$ cat src/rtl/scsi_regif_pkg.sv
package scsi_regif_pkg;
  localparam int unsigned PTR_W   = 5;
  localparam int unsigned ID_W    = 3;
  localparam int unsigned BYTE_W  = 8;

  // register addresses (pointer values)
  localparam logic [PTR_W-1:0] RA_CTRL    = 5'h01;
  localparam logic [PTR_W-1:0] RA_CNT_HI  = 5'h12;
  localparam logic [PTR_W-1:0] RA_CNT_MID = 5'h13;
  localparam logic [PTR_W-1:0] RA_CNT_LO  = 5'h14;
  localparam logic [PTR_W-1:0] RA_SELID   = 5'h15;
  localparam logic [PTR_W-1:0] RA_STATUS  = 5'h17;
  localparam logic [PTR_W-1:0] RA_CMD     = 5'h18;
  localparam logic [PTR_W-1:0] RA_DATA    = 5'h19;

  // command opcodes (bit 7 is a modifier and is not part of the opcode)
  localparam logic [6:0] OP_RESET   = 7'h00;
  localparam logic [6:0] OP_SEL_ATN = 7'h06;
  localparam logic [6:0] OP_XFER    = 7'h20;

  // status codes
  localparam logic [7:0] SC_RESET_DONE = 8'h01;
  localparam logic [7:0] SC_SEL_TMO    = 8'h42;
  localparam logic [7:0] SC_SVC_REQ    = 8'h88;
  localparam logic [7:0] SC_XFER_DONE  = 8'h18;
  localparam logic [2:0] PH_CMD        = 3'd2;
  localparam logic [2:0] PH_DOUT       = 3'd0;
  localparam logic [2:0] PH_DIN        = 3'd1;

  localparam int unsigned CTRL_EDI_BIT = 3;
  localparam int unsigned ASR_INT_BIT  = 7;
  localparam int unsigned ASR_DBR_BIT  = 0;

  typedef struct packed {
    logic addr_wr;
    logic addr_rd;
    logic data_wr;
    logic data_rd;
  } port_acc_t;
endpackage

$ cat src/rtl/scsi_regif_decode.sv
module scsi_regif_decode
  import scsi_regif_pkg::*;
(
  input  logic       acc_en,
  input  logic       acc_wr,
  input  logic [2:0] acc_off,
  output port_acc_t  acc
);
  logic hit;
  assign hit = acc_en && (acc_off[1:0] == 2'b11);

  always_comb begin
    acc.addr_wr = hit && !acc_off[2] &&  acc_wr;
    acc.addr_rd = hit && !acc_off[2] && !acc_wr;
    acc.data_wr = hit &&  acc_off[2] &&  acc_wr;
    acc.data_rd = hit &&  acc_off[2] && !acc_wr;
  end
endmodule

$ cat src/rtl/scsi_regif_regs.sv
module scsi_regif_regs
  import scsi_regif_pkg::*;
#(
  parameter int unsigned AW = PTR_W,
  parameter int unsigned DW = BYTE_W
) (
  input  logic          clk,
  input  logic          rst,
  input  logic          ptr_load,
  input  logic          wr_en,
  input  logic [DW-1:0] wdata,
  input  logic          sc_load,
  input  logic [DW-1:0] sc_val,
  output logic [AW-1:0] ptr,
  output logic [DW-1:0] rd_byte,
  output logic [DW-1:0] cnt_hi,
  output logic [DW-1:0] cnt_mid,
  output logic [DW-1:0] cnt_lo,
  output logic [DW-1:0] selid,
  output logic [DW-1:0] cmd
);
  localparam int unsigned NREGS = 1 << AW;

  logic [DW-1:0] mem [NREGS];
  logic [AW-1:0] ptr_q;

  always_ff @(posedge clk) begin
    if (rst) begin
      ptr_q <= '0;
      for (int i = 0; i < NREGS; i++) mem[i] <= '0;
    end else begin
      if (ptr_load) ptr_q <= wdata[AW-1:0];
      if (wr_en) begin
        mem[ptr_q] <= wdata;
        ptr_q      <= ptr_q + 1'b1;
      end
      if (sc_load) mem[RA_STATUS] <= sc_val;
    end
  end

  assign ptr     = ptr_q;
  assign rd_byte = mem[ptr_q];
  assign cnt_hi  = mem[RA_CNT_HI];
  assign cnt_mid = mem[RA_CNT_MID];
  assign cnt_lo  = mem[RA_CNT_LO];
  assign selid   = mem[RA_SELID];
  assign cmd     = mem[RA_CMD];
endmodule

$ cat src/rtl/scsi_regif_xfer.sv
module scsi_regif_xfer #(
  parameter int unsigned CNT_W = 24
) (
  input  logic             clk,
  input  logic             rst,
  input  logic             start,
  input  logic             stop,
  input  logic [CNT_W-1:0] cnt_in,
  input  logic             beat,
  output logic             done
);
  logic             armed_q;
  logic [CNT_W-1:0] idx_q;
  logic [CNT_W-1:0] cnt_q;
  logic [CNT_W-1:0] idx_nxt;

  assign idx_nxt = idx_q + 1'b1;
  assign done    = beat && armed_q && (idx_nxt == cnt_q);

  always_ff @(posedge clk) begin
    if (rst) begin
      armed_q <= 1'b0;
      idx_q   <= '0;
      cnt_q   <= '0;
    end else if (start) begin
      armed_q <= 1'b1;
      idx_q   <= '0;
      cnt_q   <= cnt_in;
    end else if (stop) begin
      armed_q <= 1'b0;
    end else if (beat && armed_q) begin
      idx_q <= idx_nxt;
      if (done) armed_q <= 1'b0;
    end
  end
endmodule

$ cat src/rtl/scsi_regif_cmd.sv
module scsi_regif_cmd
  import scsi_regif_pkg::*;
#(
  parameter int unsigned NTGT = 1 << ID_W
) (
  input  port_acc_t        acc,
  input  logic [PTR_W-1:0] ptr,
  input  logic [7:0]       wdata,
  input  logic [7:0]       selid,
  input  logic [7:0]       cmd_reg,
  input  logic [NTGT-1:0]  tgt_present,
  input  logic             dir_out,
  input  logic             xfer_done,
  output logic             irq_set,
  output logic             irq_clr,
  output logic             sc_load,
  output logic [7:0]       sc_val,
  output logic             xfer_start,
  output logic             xfer_stop,
  output logic             xfer_beat
);
  logic       cmd_wr;
  logic [6:0] op;
  logic       tgt_hit;

  assign cmd_wr  = acc.data_wr && (ptr == RA_CMD);
  assign op      = wdata[6:0];
  assign tgt_hit = tgt_present[selid[ID_W-1:0]];

  assign xfer_beat = acc.data_wr && (ptr == RA_DATA) && (cmd_reg[6:0] == OP_XFER);

  always_comb begin
    irq_set    = 1'b0;
    irq_clr    = 1'b0;
    sc_load    = 1'b0;
    sc_val     = '0;
    xfer_start = 1'b0;
    xfer_stop  = 1'b0;

    if (cmd_wr) begin
      xfer_stop = (op != OP_XFER);
      case (op)
        OP_RESET: begin
          irq_set = 1'b1;
          sc_load = 1'b1;
          sc_val  = SC_RESET_DONE;
        end
        OP_SEL_ATN: begin
          irq_set = 1'b1;
          sc_load = 1'b1;
          sc_val  = tgt_hit ? (SC_SVC_REQ | {5'd0, PH_CMD}) : SC_SEL_TMO;
        end
        OP_XFER: begin
          irq_clr    = 1'b1;
          xfer_start = 1'b1;
        end
        default: ;
      endcase
    end

    if (acc.data_wr && (ptr == RA_CTRL) && wdata[CTRL_EDI_BIT]) irq_clr = 1'b1;
    if (acc.data_rd && (ptr == RA_STATUS)) irq_clr = 1'b1;

    if (xfer_done) begin
      irq_set = 1'b1;
      sc_load = 1'b1;
      sc_val  = SC_XFER_DONE | {5'd0, (dir_out ? PH_DOUT : PH_DIN)};
    end
  end
endmodule

$ cat src/rtl/scsi_regif.sv
module scsi_regif
  import scsi_regif_pkg::*;
#(
  parameter int unsigned CNT_BYTES = 3,
  parameter int unsigned NTGT      = 1 << ID_W
) (
  input  logic            clk,
  input  logic            rst,
  input  logic            acc_en,
  input  logic            acc_wr,
  input  logic [2:0]      acc_off,
  input  logic [7:0]      acc_wdata,
  output logic            rd_valid,
  output logic [7:0]      rd_data,
  input  logic [NTGT-1:0] tgt_present,
  input  logic            dir_out,
  output logic            irq
);
  localparam int unsigned CNT_W = CNT_BYTES * BYTE_W;

  port_acc_t        acc;
  logic [PTR_W-1:0] ptr_w;
  logic [7:0]       rd_byte, cnt_hi, cnt_mid, cnt_lo, selid, cmd_reg;
  logic             irq_set, irq_clr, sc_load;
  logic [7:0]       sc_val;
  logic             xfer_start, xfer_stop, xfer_beat, xfer_done;
  logic             irq_q, rd_valid_q;
  logic [7:0]       rd_data_q, asr;

  scsi_regif_decode u_dec (
    .acc_en (acc_en), .acc_wr (acc_wr), .acc_off (acc_off), .acc (acc)
  );

  scsi_regif_regs #(.AW(PTR_W), .DW(BYTE_W)) u_regs (
    .clk (clk), .rst (rst),
    .ptr_load (acc.addr_wr), .wr_en (acc.data_wr), .wdata (acc_wdata),
    .sc_load (sc_load), .sc_val (sc_val),
    .ptr (ptr_w), .rd_byte (rd_byte),
    .cnt_hi (cnt_hi), .cnt_mid (cnt_mid), .cnt_lo (cnt_lo),
    .selid (selid), .cmd (cmd_reg)
  );

  scsi_regif_cmd #(.NTGT(NTGT)) u_cmd (
    .acc (acc), .ptr (ptr_w), .wdata (acc_wdata),
    .selid (selid), .cmd_reg (cmd_reg),
    .tgt_present (tgt_present), .dir_out (dir_out), .xfer_done (xfer_done),
    .irq_set (irq_set), .irq_clr (irq_clr),
    .sc_load (sc_load), .sc_val (sc_val),
    .xfer_start (xfer_start), .xfer_stop (xfer_stop), .xfer_beat (xfer_beat)
  );

  scsi_regif_xfer #(.CNT_W(CNT_W)) u_xfer (
    .clk (clk), .rst (rst),
    .start (xfer_start), .stop (xfer_stop),
    .cnt_in ({cnt_hi, cnt_mid, cnt_lo}),
    .beat (xfer_beat), .done (xfer_done)
  );

  always_comb begin
    asr = '0;
    asr[ASR_DBR_BIT] = 1'b1;
    asr[ASR_INT_BIT] = irq_q;
  end

  always_ff @(posedge clk) begin
    if (rst) begin
      irq_q      <= 1'b0;
      rd_valid_q <= 1'b0;
      rd_data_q  <= '0;
    end else begin
      if (irq_set)      irq_q <= 1'b1;
      else if (irq_clr) irq_q <= 1'b0;
      rd_valid_q <= acc.addr_rd || acc.data_rd;
      rd_data_q  <= acc.addr_rd ? asr : (acc.data_rd ? rd_byte : 8'h00);
    end
  end

  assign irq      = irq_q;
  assign rd_valid = rd_valid_q;
  assign rd_data  = rd_data_q;
endmodule

$ cat config.mk
export PLATFORM = sky130hd
export DESIGN_NAME = scsi_regif
export DESIGN_NICKNAME = d
export VERILOG_FILES = /design/src/rtl/scsi_regif_pkg.sv /design/src/rtl/scsi_regif_decode.sv /design/src/rtl/scsi_regif_regs.sv /design/src/rtl/scsi_regif_xfer.sv /design/src/rtl/scsi_regif_cmd.sv /design/src/rtl/scsi_regif.sv
export SDC_FILE = /design/constraint.sdc
export NUM_CORES = 1
export LEC_CHECK = 0
export BUFFER_PORTS_ARGS = -buffer_cell sky130_fd_sc_hd__buf_2
export CAP_MARGIN = 15
export CORE_ASPECT_RATIO = 0.9
export CORE_MARGIN = 2
export CORE_UTILIZATION = 63
export CTS_CLUSTER_SIZE = 10
export DETAILED_ROUTE_END_ITERATION = 12
export PLACE_DENSITY = 0.86
export REMOVE_ABC_BUFFERS = 1
export SLEW_MARGIN = 20
export SYNTH_ARGS = -nofsm -noshare
export SYNTH_HDL_FRONTEND = slang
export SYNTH_SLANG_ARGS = --single-unit
$ cat constraint.sdc
create_clock -name clk -period 4.04 [get_ports clk]
set_clock_uncertainty 0.05 [all_clocks]
set_input_delay 0.404 -clock clk [delete_from_list [all_inputs] [get_ports clk]]
set_output_delay 0.404 -clock clk [all_outputs]
set_load 0.02 [all_outputs]
# Word-level counts from Yosys, hierarchy flattened
# Memory sizes are Yosys's and may differ from the RTL's. A register that Yosys moved wholly into a read port is not among the register bits.
# Index checks and enable logic that the tools add are counted.
[word_totals]
input_bits = 24
register_bits = 40
elab_cells = 92
ram_bits = 256
memories = 1
[op_classes]
n_reduce_logical = 29
n_bitwise = 3
n_addsub = 2
n_eq_ne = 10
n_lt_le_gt_ge = 1
n_mux = 39
[memory_table]
columns = ["name", "words", "width", "rd", "rd_clocked_by_memory_dff", "wr", "line_no", "source"]
rows = [
  ["u_regs.mem", 32, 8, 6, 4, 32, "scsi_regif_regs.sv:24", "logic [DW-1:0] mem [NREGS];"],
]
[op_table]
columns = ["operator", "count"]
rows = [
  ["8-bit 2-to-1 mux", 7],
  ["1-bit 2-to-1 mux", 25],
  ["5-bit 2-to-1 mux", 5],
  ["24-bit by 1-bit adder with 24-bit output, second input constant", 1],
  ["24-bit == test", 1],
  ["8-bit one-hot mux with 2 select lines", 1],
  ["5-bit == test, second input constant", 3],
  ["1-bit logical AND", 15],
  ["7-bit by 6-bit == test with 1-bit output, second input constant", 2],
  ["8-bit OR reduction", 1],
  ["7-bit by 3-bit == test with 1-bit output, second input constant", 1],
  ["7-bit logical NOT", 1],
  ["7-bit by 6-bit != test with 1-bit output, second input constant", 1],
  ["3-bit nonzero test", 2],
  ["5-bit by 1-bit adder with 5-bit output, second input constant", 1],
  ["5-bit by 1-bit == test with 1-bit output, second input constant", 1],
  ["3-bit by 4-bit less-than comparator with 1-bit output, second input constant", 1],
  ["2-bit AND reduction", 2],
  ["2-bit nonzero test", 2],
  ["2-bit OR reduction", 2],
  ["1-bit binary-select mux with 3-bit select", 1],
  ["3-bit OR reduction", 1],
  ["2-bit == test, second input constant", 1],
  ["1-bit logical NOT", 2],
  ["3 further kinds", 4],
]

# Longest topological paths before layout
# Gate-level depths: netlist of run 1.
[depth]
ltp_word = 13
mapped_depth = 11

# By module
# From an unflattened synthesis of run 1, not the netlist that was laid out.
[unflattened]
cells_unflattened = 1210
hier_area_um2 = 15808.9
[by_module_without_submodules]
columns = ["module", "area_each_um2", "cells_each", "n_inst"]
rows = [
  ["scsi_regif_regs", 12244.2, 775, 1],
  ["scsi_regif_xfer", 2941.6, 360, 1],
  ["scsi_regif", 297.8, 27, 1],
  ["scsi_regif_cmd", 292.8, 41, 1],
  ["scsi_regif_decode", 32.5, 7, 1],
]

# Worst setup path before layout of run 1
# Ideal clock, no wire load.
[synth_path]
path_kind = "reg2reg"
from = "reg u_xfer.idx_q[0]"
to = "mem u_regs.mem[23][0] (netlist bit) (enable)"
arrival_time_ns = 2.840
period_less_slack_ns = 3.219
path_buffers = 2
stages_incl_launch_ff = 12
setup_slack_ns = 0.821
required_time_ns = 3.661
path_cell_list = "dfxtp_1 ha_1 nand3_1 or4_1 buf_2 or4b_1 a21oi_1 and3b_1 and4bb_1 buf_4 nor2_1 nand2_1"
[synth_lines]
columns = ["element", "line_no", "source"]
rows = [
  ["start: declaration", "scsi_regif_xfer.sv:13", "logic [CNT_W-1:0] idx_q;"],
  ["start signal: assignment", "scsi_regif_xfer.sv:32", "idx_q <= idx_nxt;"],
  ["end: declaration", "scsi_regif_regs.sv:24", ""],
]

==> results of run 1 <==
## state kept, by name, indices dropped and copies added (netlist names), named ones only
name / count
u_xfer.armed_q: 1
rd_valid: 1
u_regs.mem: 256
rd_data: 8
u_xfer.cnt_q: 24
irq: 1
u_xfer.idx_q: 24
u_regs.ptr: 5
## power by group through the flow
stage	Clock, uW	Sequential [uW]	Combinational [uW]
4_1_cts	3200	3740	305
5_1_grt	3340	3740	323
3_5_place_dp	0	3800	301
3_3_place_gp	0	3790	292
2_1_floorplan	0	3790	163
6_report	3190	3740	308
## logic make-up (layout without fill, tap and decap cells)
logic type	after synthesis	in the layout	share of synthesized area [%]
buffers and inverters	100	137	2.54
multiplexers	94	94	12.7
XOR/XNOR	47	47	2.67
AND/OR/NAND/NOR	548	548	19.5
adder cells (fa/ha/maj)	6	6	0.486
flip-flops	325	325	58.7
AO/OA/AOI/OAI	86	86	3.38
## synthesized netlist by cell type, drive strengths merged (3+ instances only)
cell	count	area [um^2]
nor2	78	293
or3	11	68.8
nand3b	5	37.5
nor3	42	210
mux4	82	1850
dfxtp	69	1380
and2	218	1360
a211oi	4	30.0
nor4	7	43.8
nand4	15	100
nand2b	3	18.8
or4	6	48.8
clkbuf	71	267
nor2b	3	18.8
xor2	25	219
buf	16	76.3
inv	13	48.8
nand2	86	323
ha	6	75.1
xnor2	22	193
a22oi	3	22.5
nor4b	3	26.3
edfxtp	256	7690
nand3	21	105
or2	32	200
o21ai	16	80.1
a21oi	39	195
and3	6	37.5
mux2i	11	110
## worst min-delay path by stage
stage | start | to | depth (start not counted)
6_report | acc_off[2] | rd_data[7]$_SDFF_PP0_ | 3
5_1_grt | acc_wr | rd_data[7]$_SDFF_PP0_ | 3
4_1_cts | acc_off[2] | rd_data[7]$_SDFF_PP0_ | 3
3_5_place_dp | u_xfer.cnt_q[0]$_SDFFE_PP0P_ | u_xfer.cnt_q[0]$_SDFFE_PP0P_ | 2
3_3_place_gp | u_xfer.cnt_q[1]$_SDFFE_PP0P_ | u_xfer.cnt_q[1]$_SDFFE_PP0P_ | 2
2_1_floorplan | u_xfer.cnt_q[10]$_SDFFE_PP0P_ | u_xfer.cnt_q[10]$_SDFFE_PP0P_ | 2
## per-stage QoR
step           setup slack, ns  instances  instance area, um^2
6_report                 0.346       1551                17000
5_1_grt                  0.198       1551                17000
4_1_cts                  0.405       1551                17000
3_5_place_dp             0.472       1479                15800
3_3_place_gp             0.595       1479                15800
2_1_floorplan           -0.170       1119                15100
## metal layers
metal,track usage (%),vias to the layer above,share of wire [%]
li1,-,4407,-
met4,11.4,0,4.0
met3,4.52,102,8.3
met5,0,-,0
met1,39.4,4966,38
met2,48.0,505,49
## critical path, delay by kind of cell (launching register included)
kind,cells,cell delay [ns]
simple gates,7,2.38
compound gates,1,0.15
fa+ha+maj,1,0.29
flops,1,0.49
## cell type report
type                            count  area [um^2]  area share [%]
Sequential cell                   325         9070            53.4
Multi-Input combinational cell    781         5980            35.2
Clock buffer                       66         1090            6.40
Tap cell                          308          385            2.27
Timing Repair Buffer               52          333            1.96
Clock inverter                      6         73.8           0.435
Inverter                           13         48.8           0.287
==> run metrics, run 1 <==
maximum number of pins on one net before global-route repair 52; Final Cycle Share 91.4%; count of antenna-violating nets left after detailed routing 0; floorplan die area 25800 um^2; startpoint-to-endpoint class of the critical path flip-flop to flip-flop; Critical Path Source u_xfer.idx_q[0]$_SDFFE_PP0P_; Final setup violation count 0; placeable core region 24200 um^2; HPWL after detailed placement 23.6 mm; final core area utilization 70.2%; effective utilization at floorplan 63.8%; power share of the clock group 44.1%; critical-path cell with the highest stage delay sky130_fd_sc_hd__or4_1; remaining routing DRC violations 0; count of buffers inserted at the top-level ports 33; leakage dissipation 0.00591 uW; Netlist cell types 59; power density over cell area 426 nW/um^2; Tot GR Track Use 29.0%; root buffer selected by CTS sky130_fd_sc_hd__clkbuf_16; Synth Register Bits 325; antenna cells 0; RSZ-0062 raised after global routing false; horizontal die dimension 169 um; Tot Pwr 7230 uW; max_cap viols 0; dominant synthesized flop cell sky130_fd_sc_hd__edfxtp_1; CP Cell Sequence ha_1 -> nand3_1 -> or4_1 -> or4b_1 -> a21oi_1 -> and3b_1 -> and4bb_1 -> nor2_1 -> nand2_1; most common cell after layout, fill and taps aside sky130_fd_sc_hd__edfxtp_1; switch share 21.9%; routed vias/inst 6.43; final global-route overflow total 0; result of the run completed; clock tree from TritonCTS built; number of gates resized after cts 0; number of antenna violations at the first check in global routing 0; CTS buffer count 39; top library cells by usage in the layout, fill and taps aside 256 x sky130_fd_sc_hd__edfxtp_1, 218 x sky130_fd_sc_hd__and2_1, 86 x sky130_fd_sc_hd__nand2_1, 82 x sky130_fd_sc_hd__mux4_2, 78 x sky130_fd_sc_hd__nor2_1; CP endpoint kind flip-flop; Max Buffers Root-to-Sink 3; syn_area_per_cell 12.8 um^2; Cell Int Power 5650 uW; Filler Cell Count 1544; I/O pin count 34; Critical Path Start Type flip-flop; count of buffers added by post-CTS timing repair for setup 0; number of hold violations in the final report 0; depth of the CTS H-tree 2; crit path max fanout 8; slew at the pin closest to its max-slew limit 0.847 ns; area overhead of the layout relative to synthesis 9.99%; row count 54; Routability Congestion 0.877; first-pass GRT wire length 57.1 mm; number of clock sinks 325; critical path capture point u_regs.mem[23][6]$_DFFE_PP_; data arrival at the endpoint of the critical path 3.84 ns; biggest cell delay along the critical path 0.60 ns; proportion of synthesized chip area in sequential cells 58.7%; layout net count 1242; WL/cell 23.6 um; peak supply drop 0.000503 V; headroom to the max-slew limit 43.3%; Final Slew Violations 0; power spent charging and discharging nets 1580 uW; synthesized netlist cell count 1206; setup slack, reg-to-reg 0.35 ns; critical register-to-register path endpoint u_regs.mem[23][6]$_DFFE_PP_; sequential group share of total power 51.7%; cts-stage hold buffer count 0; min-delay worst type input port to flip-flop; startpoint of the worst-slack reg-to-reg timing path u_xfer.idx_q[0]$_SDFFE_PP0P_; Post-Syn Area 15400 um^2; Worst-path clk slew 0.06 ns; length in cells of the worst reg-to-reg path 9; total via count after detailed routing 9980; share of synthesized registers carrying an async set or reset 0%; total negative slack for setup checks 0 ns; number of global-route vias before repair 10200; Critical Path RT 4.19 ns; fraction of final layout cells with drive strength greater than 1 17.9%; highest clock rate 0.271 GHz; Routed Wire Length 36.5 mm; Yosys warning total 0; final critical path time including I/O delays and setup 3.69 ns; worst slack on hold paths 0.252 ns; Chip Height 153 um; combinational share of power 4.3%; drt initial violations 1147; number of flops mapped to enable cells by yosys 256; clock latency reported for the late side of the worst-skew pair 0.54 ns; Pre-antenna DRT Iters 5
No activity file was read; power rests on OpenSTA's default activity.
==> run 2, diff against run 1 <==
SKIP_CTS_REPAIR_TIMING = 1   (was unset)
SYNTH_HIERARCHICAL = 1   (was unset)
==> run 2 against run 1 <==
  * Cell count grew 3.7%
  * Largest cell class unchanged
  * Sequential power hardly changed
  * Combinational power is 6% lower
==> run metrics, run 2 <==
result of the run completed; crit path max fanout 9; syn_area_per_cell 13.1 um^2; CP endpoint kind flip-flop; floorplan die area 26400 um^2; adder and majority gate portion of the synthesized area 0.396%; startpoint-to-endpoint class of the critical path flip-flop to flip-flop; Synth Register Bits 325; Routability Congestion 0.935; clock latency reported for the late side of the worst-skew pair 0.52 ns; most common cell after layout, fill and taps aside sky130_fd_sc_hd__and2_1; number of antenna violations at the first check in global routing 4; final critical path time including I/O delays and setup 3.94 ns; total via count after detailed routing 10700; Final Slew Violations 0; data arrival at the endpoint of the critical path 4.14 ns; min-delay worst type input port to flip-flop; share of synthesized registers carrying an async set or reset 0%; clock tree from TritonCTS built; highest clock rate 0.254 GHz; horizontal die dimension 171 um; headroom to the max-slew limit 34.8%; number of global-route vias before repair 10200; final global-route overflow total 0; number of flip-flops under the largest register name 256; area share of the largest cell type after synthesis 48.6%; max_cap viols 0; biggest area contributors in the synthesized netlist sky130_fd_sc_hd__edfxtp_1 49%, sky130_fd_sc_hd__mux4_2 11%, sky130_fd_sc_hd__and2_1 10%; worst slack on hold paths 0.113 ns; Tot GR Track Use 31.7%; maximum number of pins on one net before global-route repair 68; cell with the most instances after synthesis sky130_fd_sc_hd__and2_1; Worst-path clk slew 0.06 ns; placeable core region 24500 um^2; power density over cell area 405 nW/um^2; final core area utilization 71.6%; Max Buffers Root-to-Sink 3; Yosys warning total 6; effective utilization at floorplan 64.6%; number of flops mapped to enable cells by yosys 256; synthesized netlist cell count 1210; top library cells by usage in the layout, fill and taps aside 259 x sky130_fd_sc_hd__and2_1, 256 x sky130_fd_sc_hd__edfxtp_1, 100 x sky130_fd_sc_hd__nor2_1, 80 x sky130_fd_sc_hd__mux4_2, 65 x sky130_fd_sc_hd__dfxtp_1; cell taking the most area after synthesis sky130_fd_sc_hd__edfxtp_1; Setup WS pre-CTS -0.201 ns; remaining routing DRC violations 0; Routed Wire Length 41.0 mm; area overhead of the layout relative to synthesis 10.8%; share of synthesized area spent on multiplexers 14.0%; row count 54; RSZ-0062 raised after global routing true; most used standard cells in the synthesized netlist 259 x sky130_fd_sc_hd__and2_1, 256 x sky130_fd_sc_hd__edfxtp_1, 104 x sky130_fd_sc_hd__nor2_1, 80 x sky130_fd_sc_hd__mux4_2, 69 x sky130_fd_sc_hd__dfxtp_1; largest family of logic cells by synthesized area simple AND/OR/NAND/NOR gates; min setup slack post-route 0.0955 ns; Critical Path RT 4.24 ns; layout net count 1270; complex-gate fraction of the synthesized area 3.80%; Netlist cell types 64; root buffer selected by CTS sky130_fd_sc_hd__clkbuf_16; XOR/XNOR share of the synthesized area 2.33%; simple-gate share of the synthesized area 19.5%; WL/cell 25.5 um; drt initial violations 1552; first-pass GRT wire length 61.7 mm; depth of the CTS H-tree 2; Final Cycle Share 97.6%; dominant synthesized flop cell sky130_fd_sc_hd__edfxtp_1; Critical Path Start Type flip-flop; number of hold violations in the final report 0; peak supply drop 0.000331 V; number of clock sinks 325; leakage dissipation 0.00611 uW; Final setup violation count 0; proportion of synthesized chip area in sequential cells 57.4%; count of antenna-violating nets left after detailed routing 0; count of buffers inserted at the top-level ports 33; Most flops, register u_regs/mem; Largest regs u_regs/mem (256), u_xfer/cnt_q (24), u_xfer/idx_q (24); Chip Height 154 um; Pre-antenna DRT Iters 6; CTS buffer count 38; routed vias/inst 6.63; slew at the pin closest to its max-slew limit 0.970 ns; fraction of final layout cells with drive strength greater than 1 20.0%; HPWL after detailed placement 26.5 mm; I/O pin count 34; Post-Syn Area 15800 um^2
[run 2: path summary, 6_finish.rpt]
| path | from | end | slack, ns | cells after the start |
|---|---|---|---|---|
| worst max register to register | u_xfer/idx_q[0]$_SDFFE_PP0P_ | u_regs/mem[20][1]$_SDFFCE_PN0P_ | 0.1 | 14 |
| worst min register to register | u_xfer/cnt_q[0]$_SDFFE_PP0P_ | u_xfer/cnt_q[0]$_SDFFE_PP0P_ | 0.47 | 2 |
| worst max-delay path | u_xfer/idx_q[0]$_SDFFE_PP0P_ | u_regs/mem[20][1]$_SDFFCE_PN0P_ | 0.1 | 14 |
| worst min-delay path | rst | u_regs/ptr[4]$_SDFFE_PP0N_ | 0.11 | 2 |
[run 2: area by class of cell]
class | count | area (um^2)
Tap cell | 336 | 420
Antenna cell | 3 | 7.51
Fill cell | 1583 | 6950
Timing Repair Buffer | 73 | 490
Sequential cell | 325 | 9080
Clock buffer | 65 | 1050
Multi-Input combinational cell | 791 | 6380
Inverter | 12 | 45.0
Clock inverter | 4 | 40.0
[run 2: report_power, final]
group	switching [uW]	internal, uW	total [uW]	leakage [uW]
sequential	46.7	3690	3730	0.00320
combinational	189	102	290	0.00239
clock	1290	1770	3060	0.000521
[run 2: cells by family after synthesis]
logic type,after synthesis
other cells,1
buf+inv,95
fa+ha+maj,5
simple gates,544
compound gates,82
mux,116
xor+xnor,42
flops,325
[run 2: metal layers]
layer	global-route usage, %	up-vias	share of wire [%]
met1	46.0	5246	38
met4	11.1	2	3.5
li1	-	4495	-
met3	8.62	122	14
met5	0	-	0.032
met2	46.7	795	45
[run 2: per-stage QoR]
step                      cell area, um^2  power [uW]  std cells  TNS [ns]
after global routing                17500        7250       1606    -0.382
after detailed placement            16400        4080       1537     -4.95
after CTS                           17500        7100       1606    -0.888
after global placement              16400        4060       1537         0
final                               17500        7090       1609         0
after floorplan                     15400        3920       1128    -12.77
[run 2: critical path, stage by stage, from the launching register on]
cell and delay, ns:
sky130_fd_sc_hd__dfxtp_1 0.34, sky130_fd_sc_hd__buf_4 0.17, sky130_fd_sc_hd__ha_1 0.19, sky130_fd_sc_hd__nand4_1 0.19, sky130_fd_sc_hd__or4_1 0.46, sky130_fd_sc_hd__nor2_1 0.14
sky130_fd_sc_hd__o22ai_1 0.10, sky130_fd_sc_hd__or4_1 0.55, sky130_fd_sc_hd__nor4_2 0.30, sky130_fd_sc_hd__buf_4 0.21, sky130_fd_sc_hd__inv_1 0.08, sky130_fd_sc_hd__o21ai_2 0.11
sky130_fd_sc_hd__a21o_1 0.27, sky130_fd_sc_hd__nor2_2 0.11, sky130_fd_sc_hd__or2_2 0.40
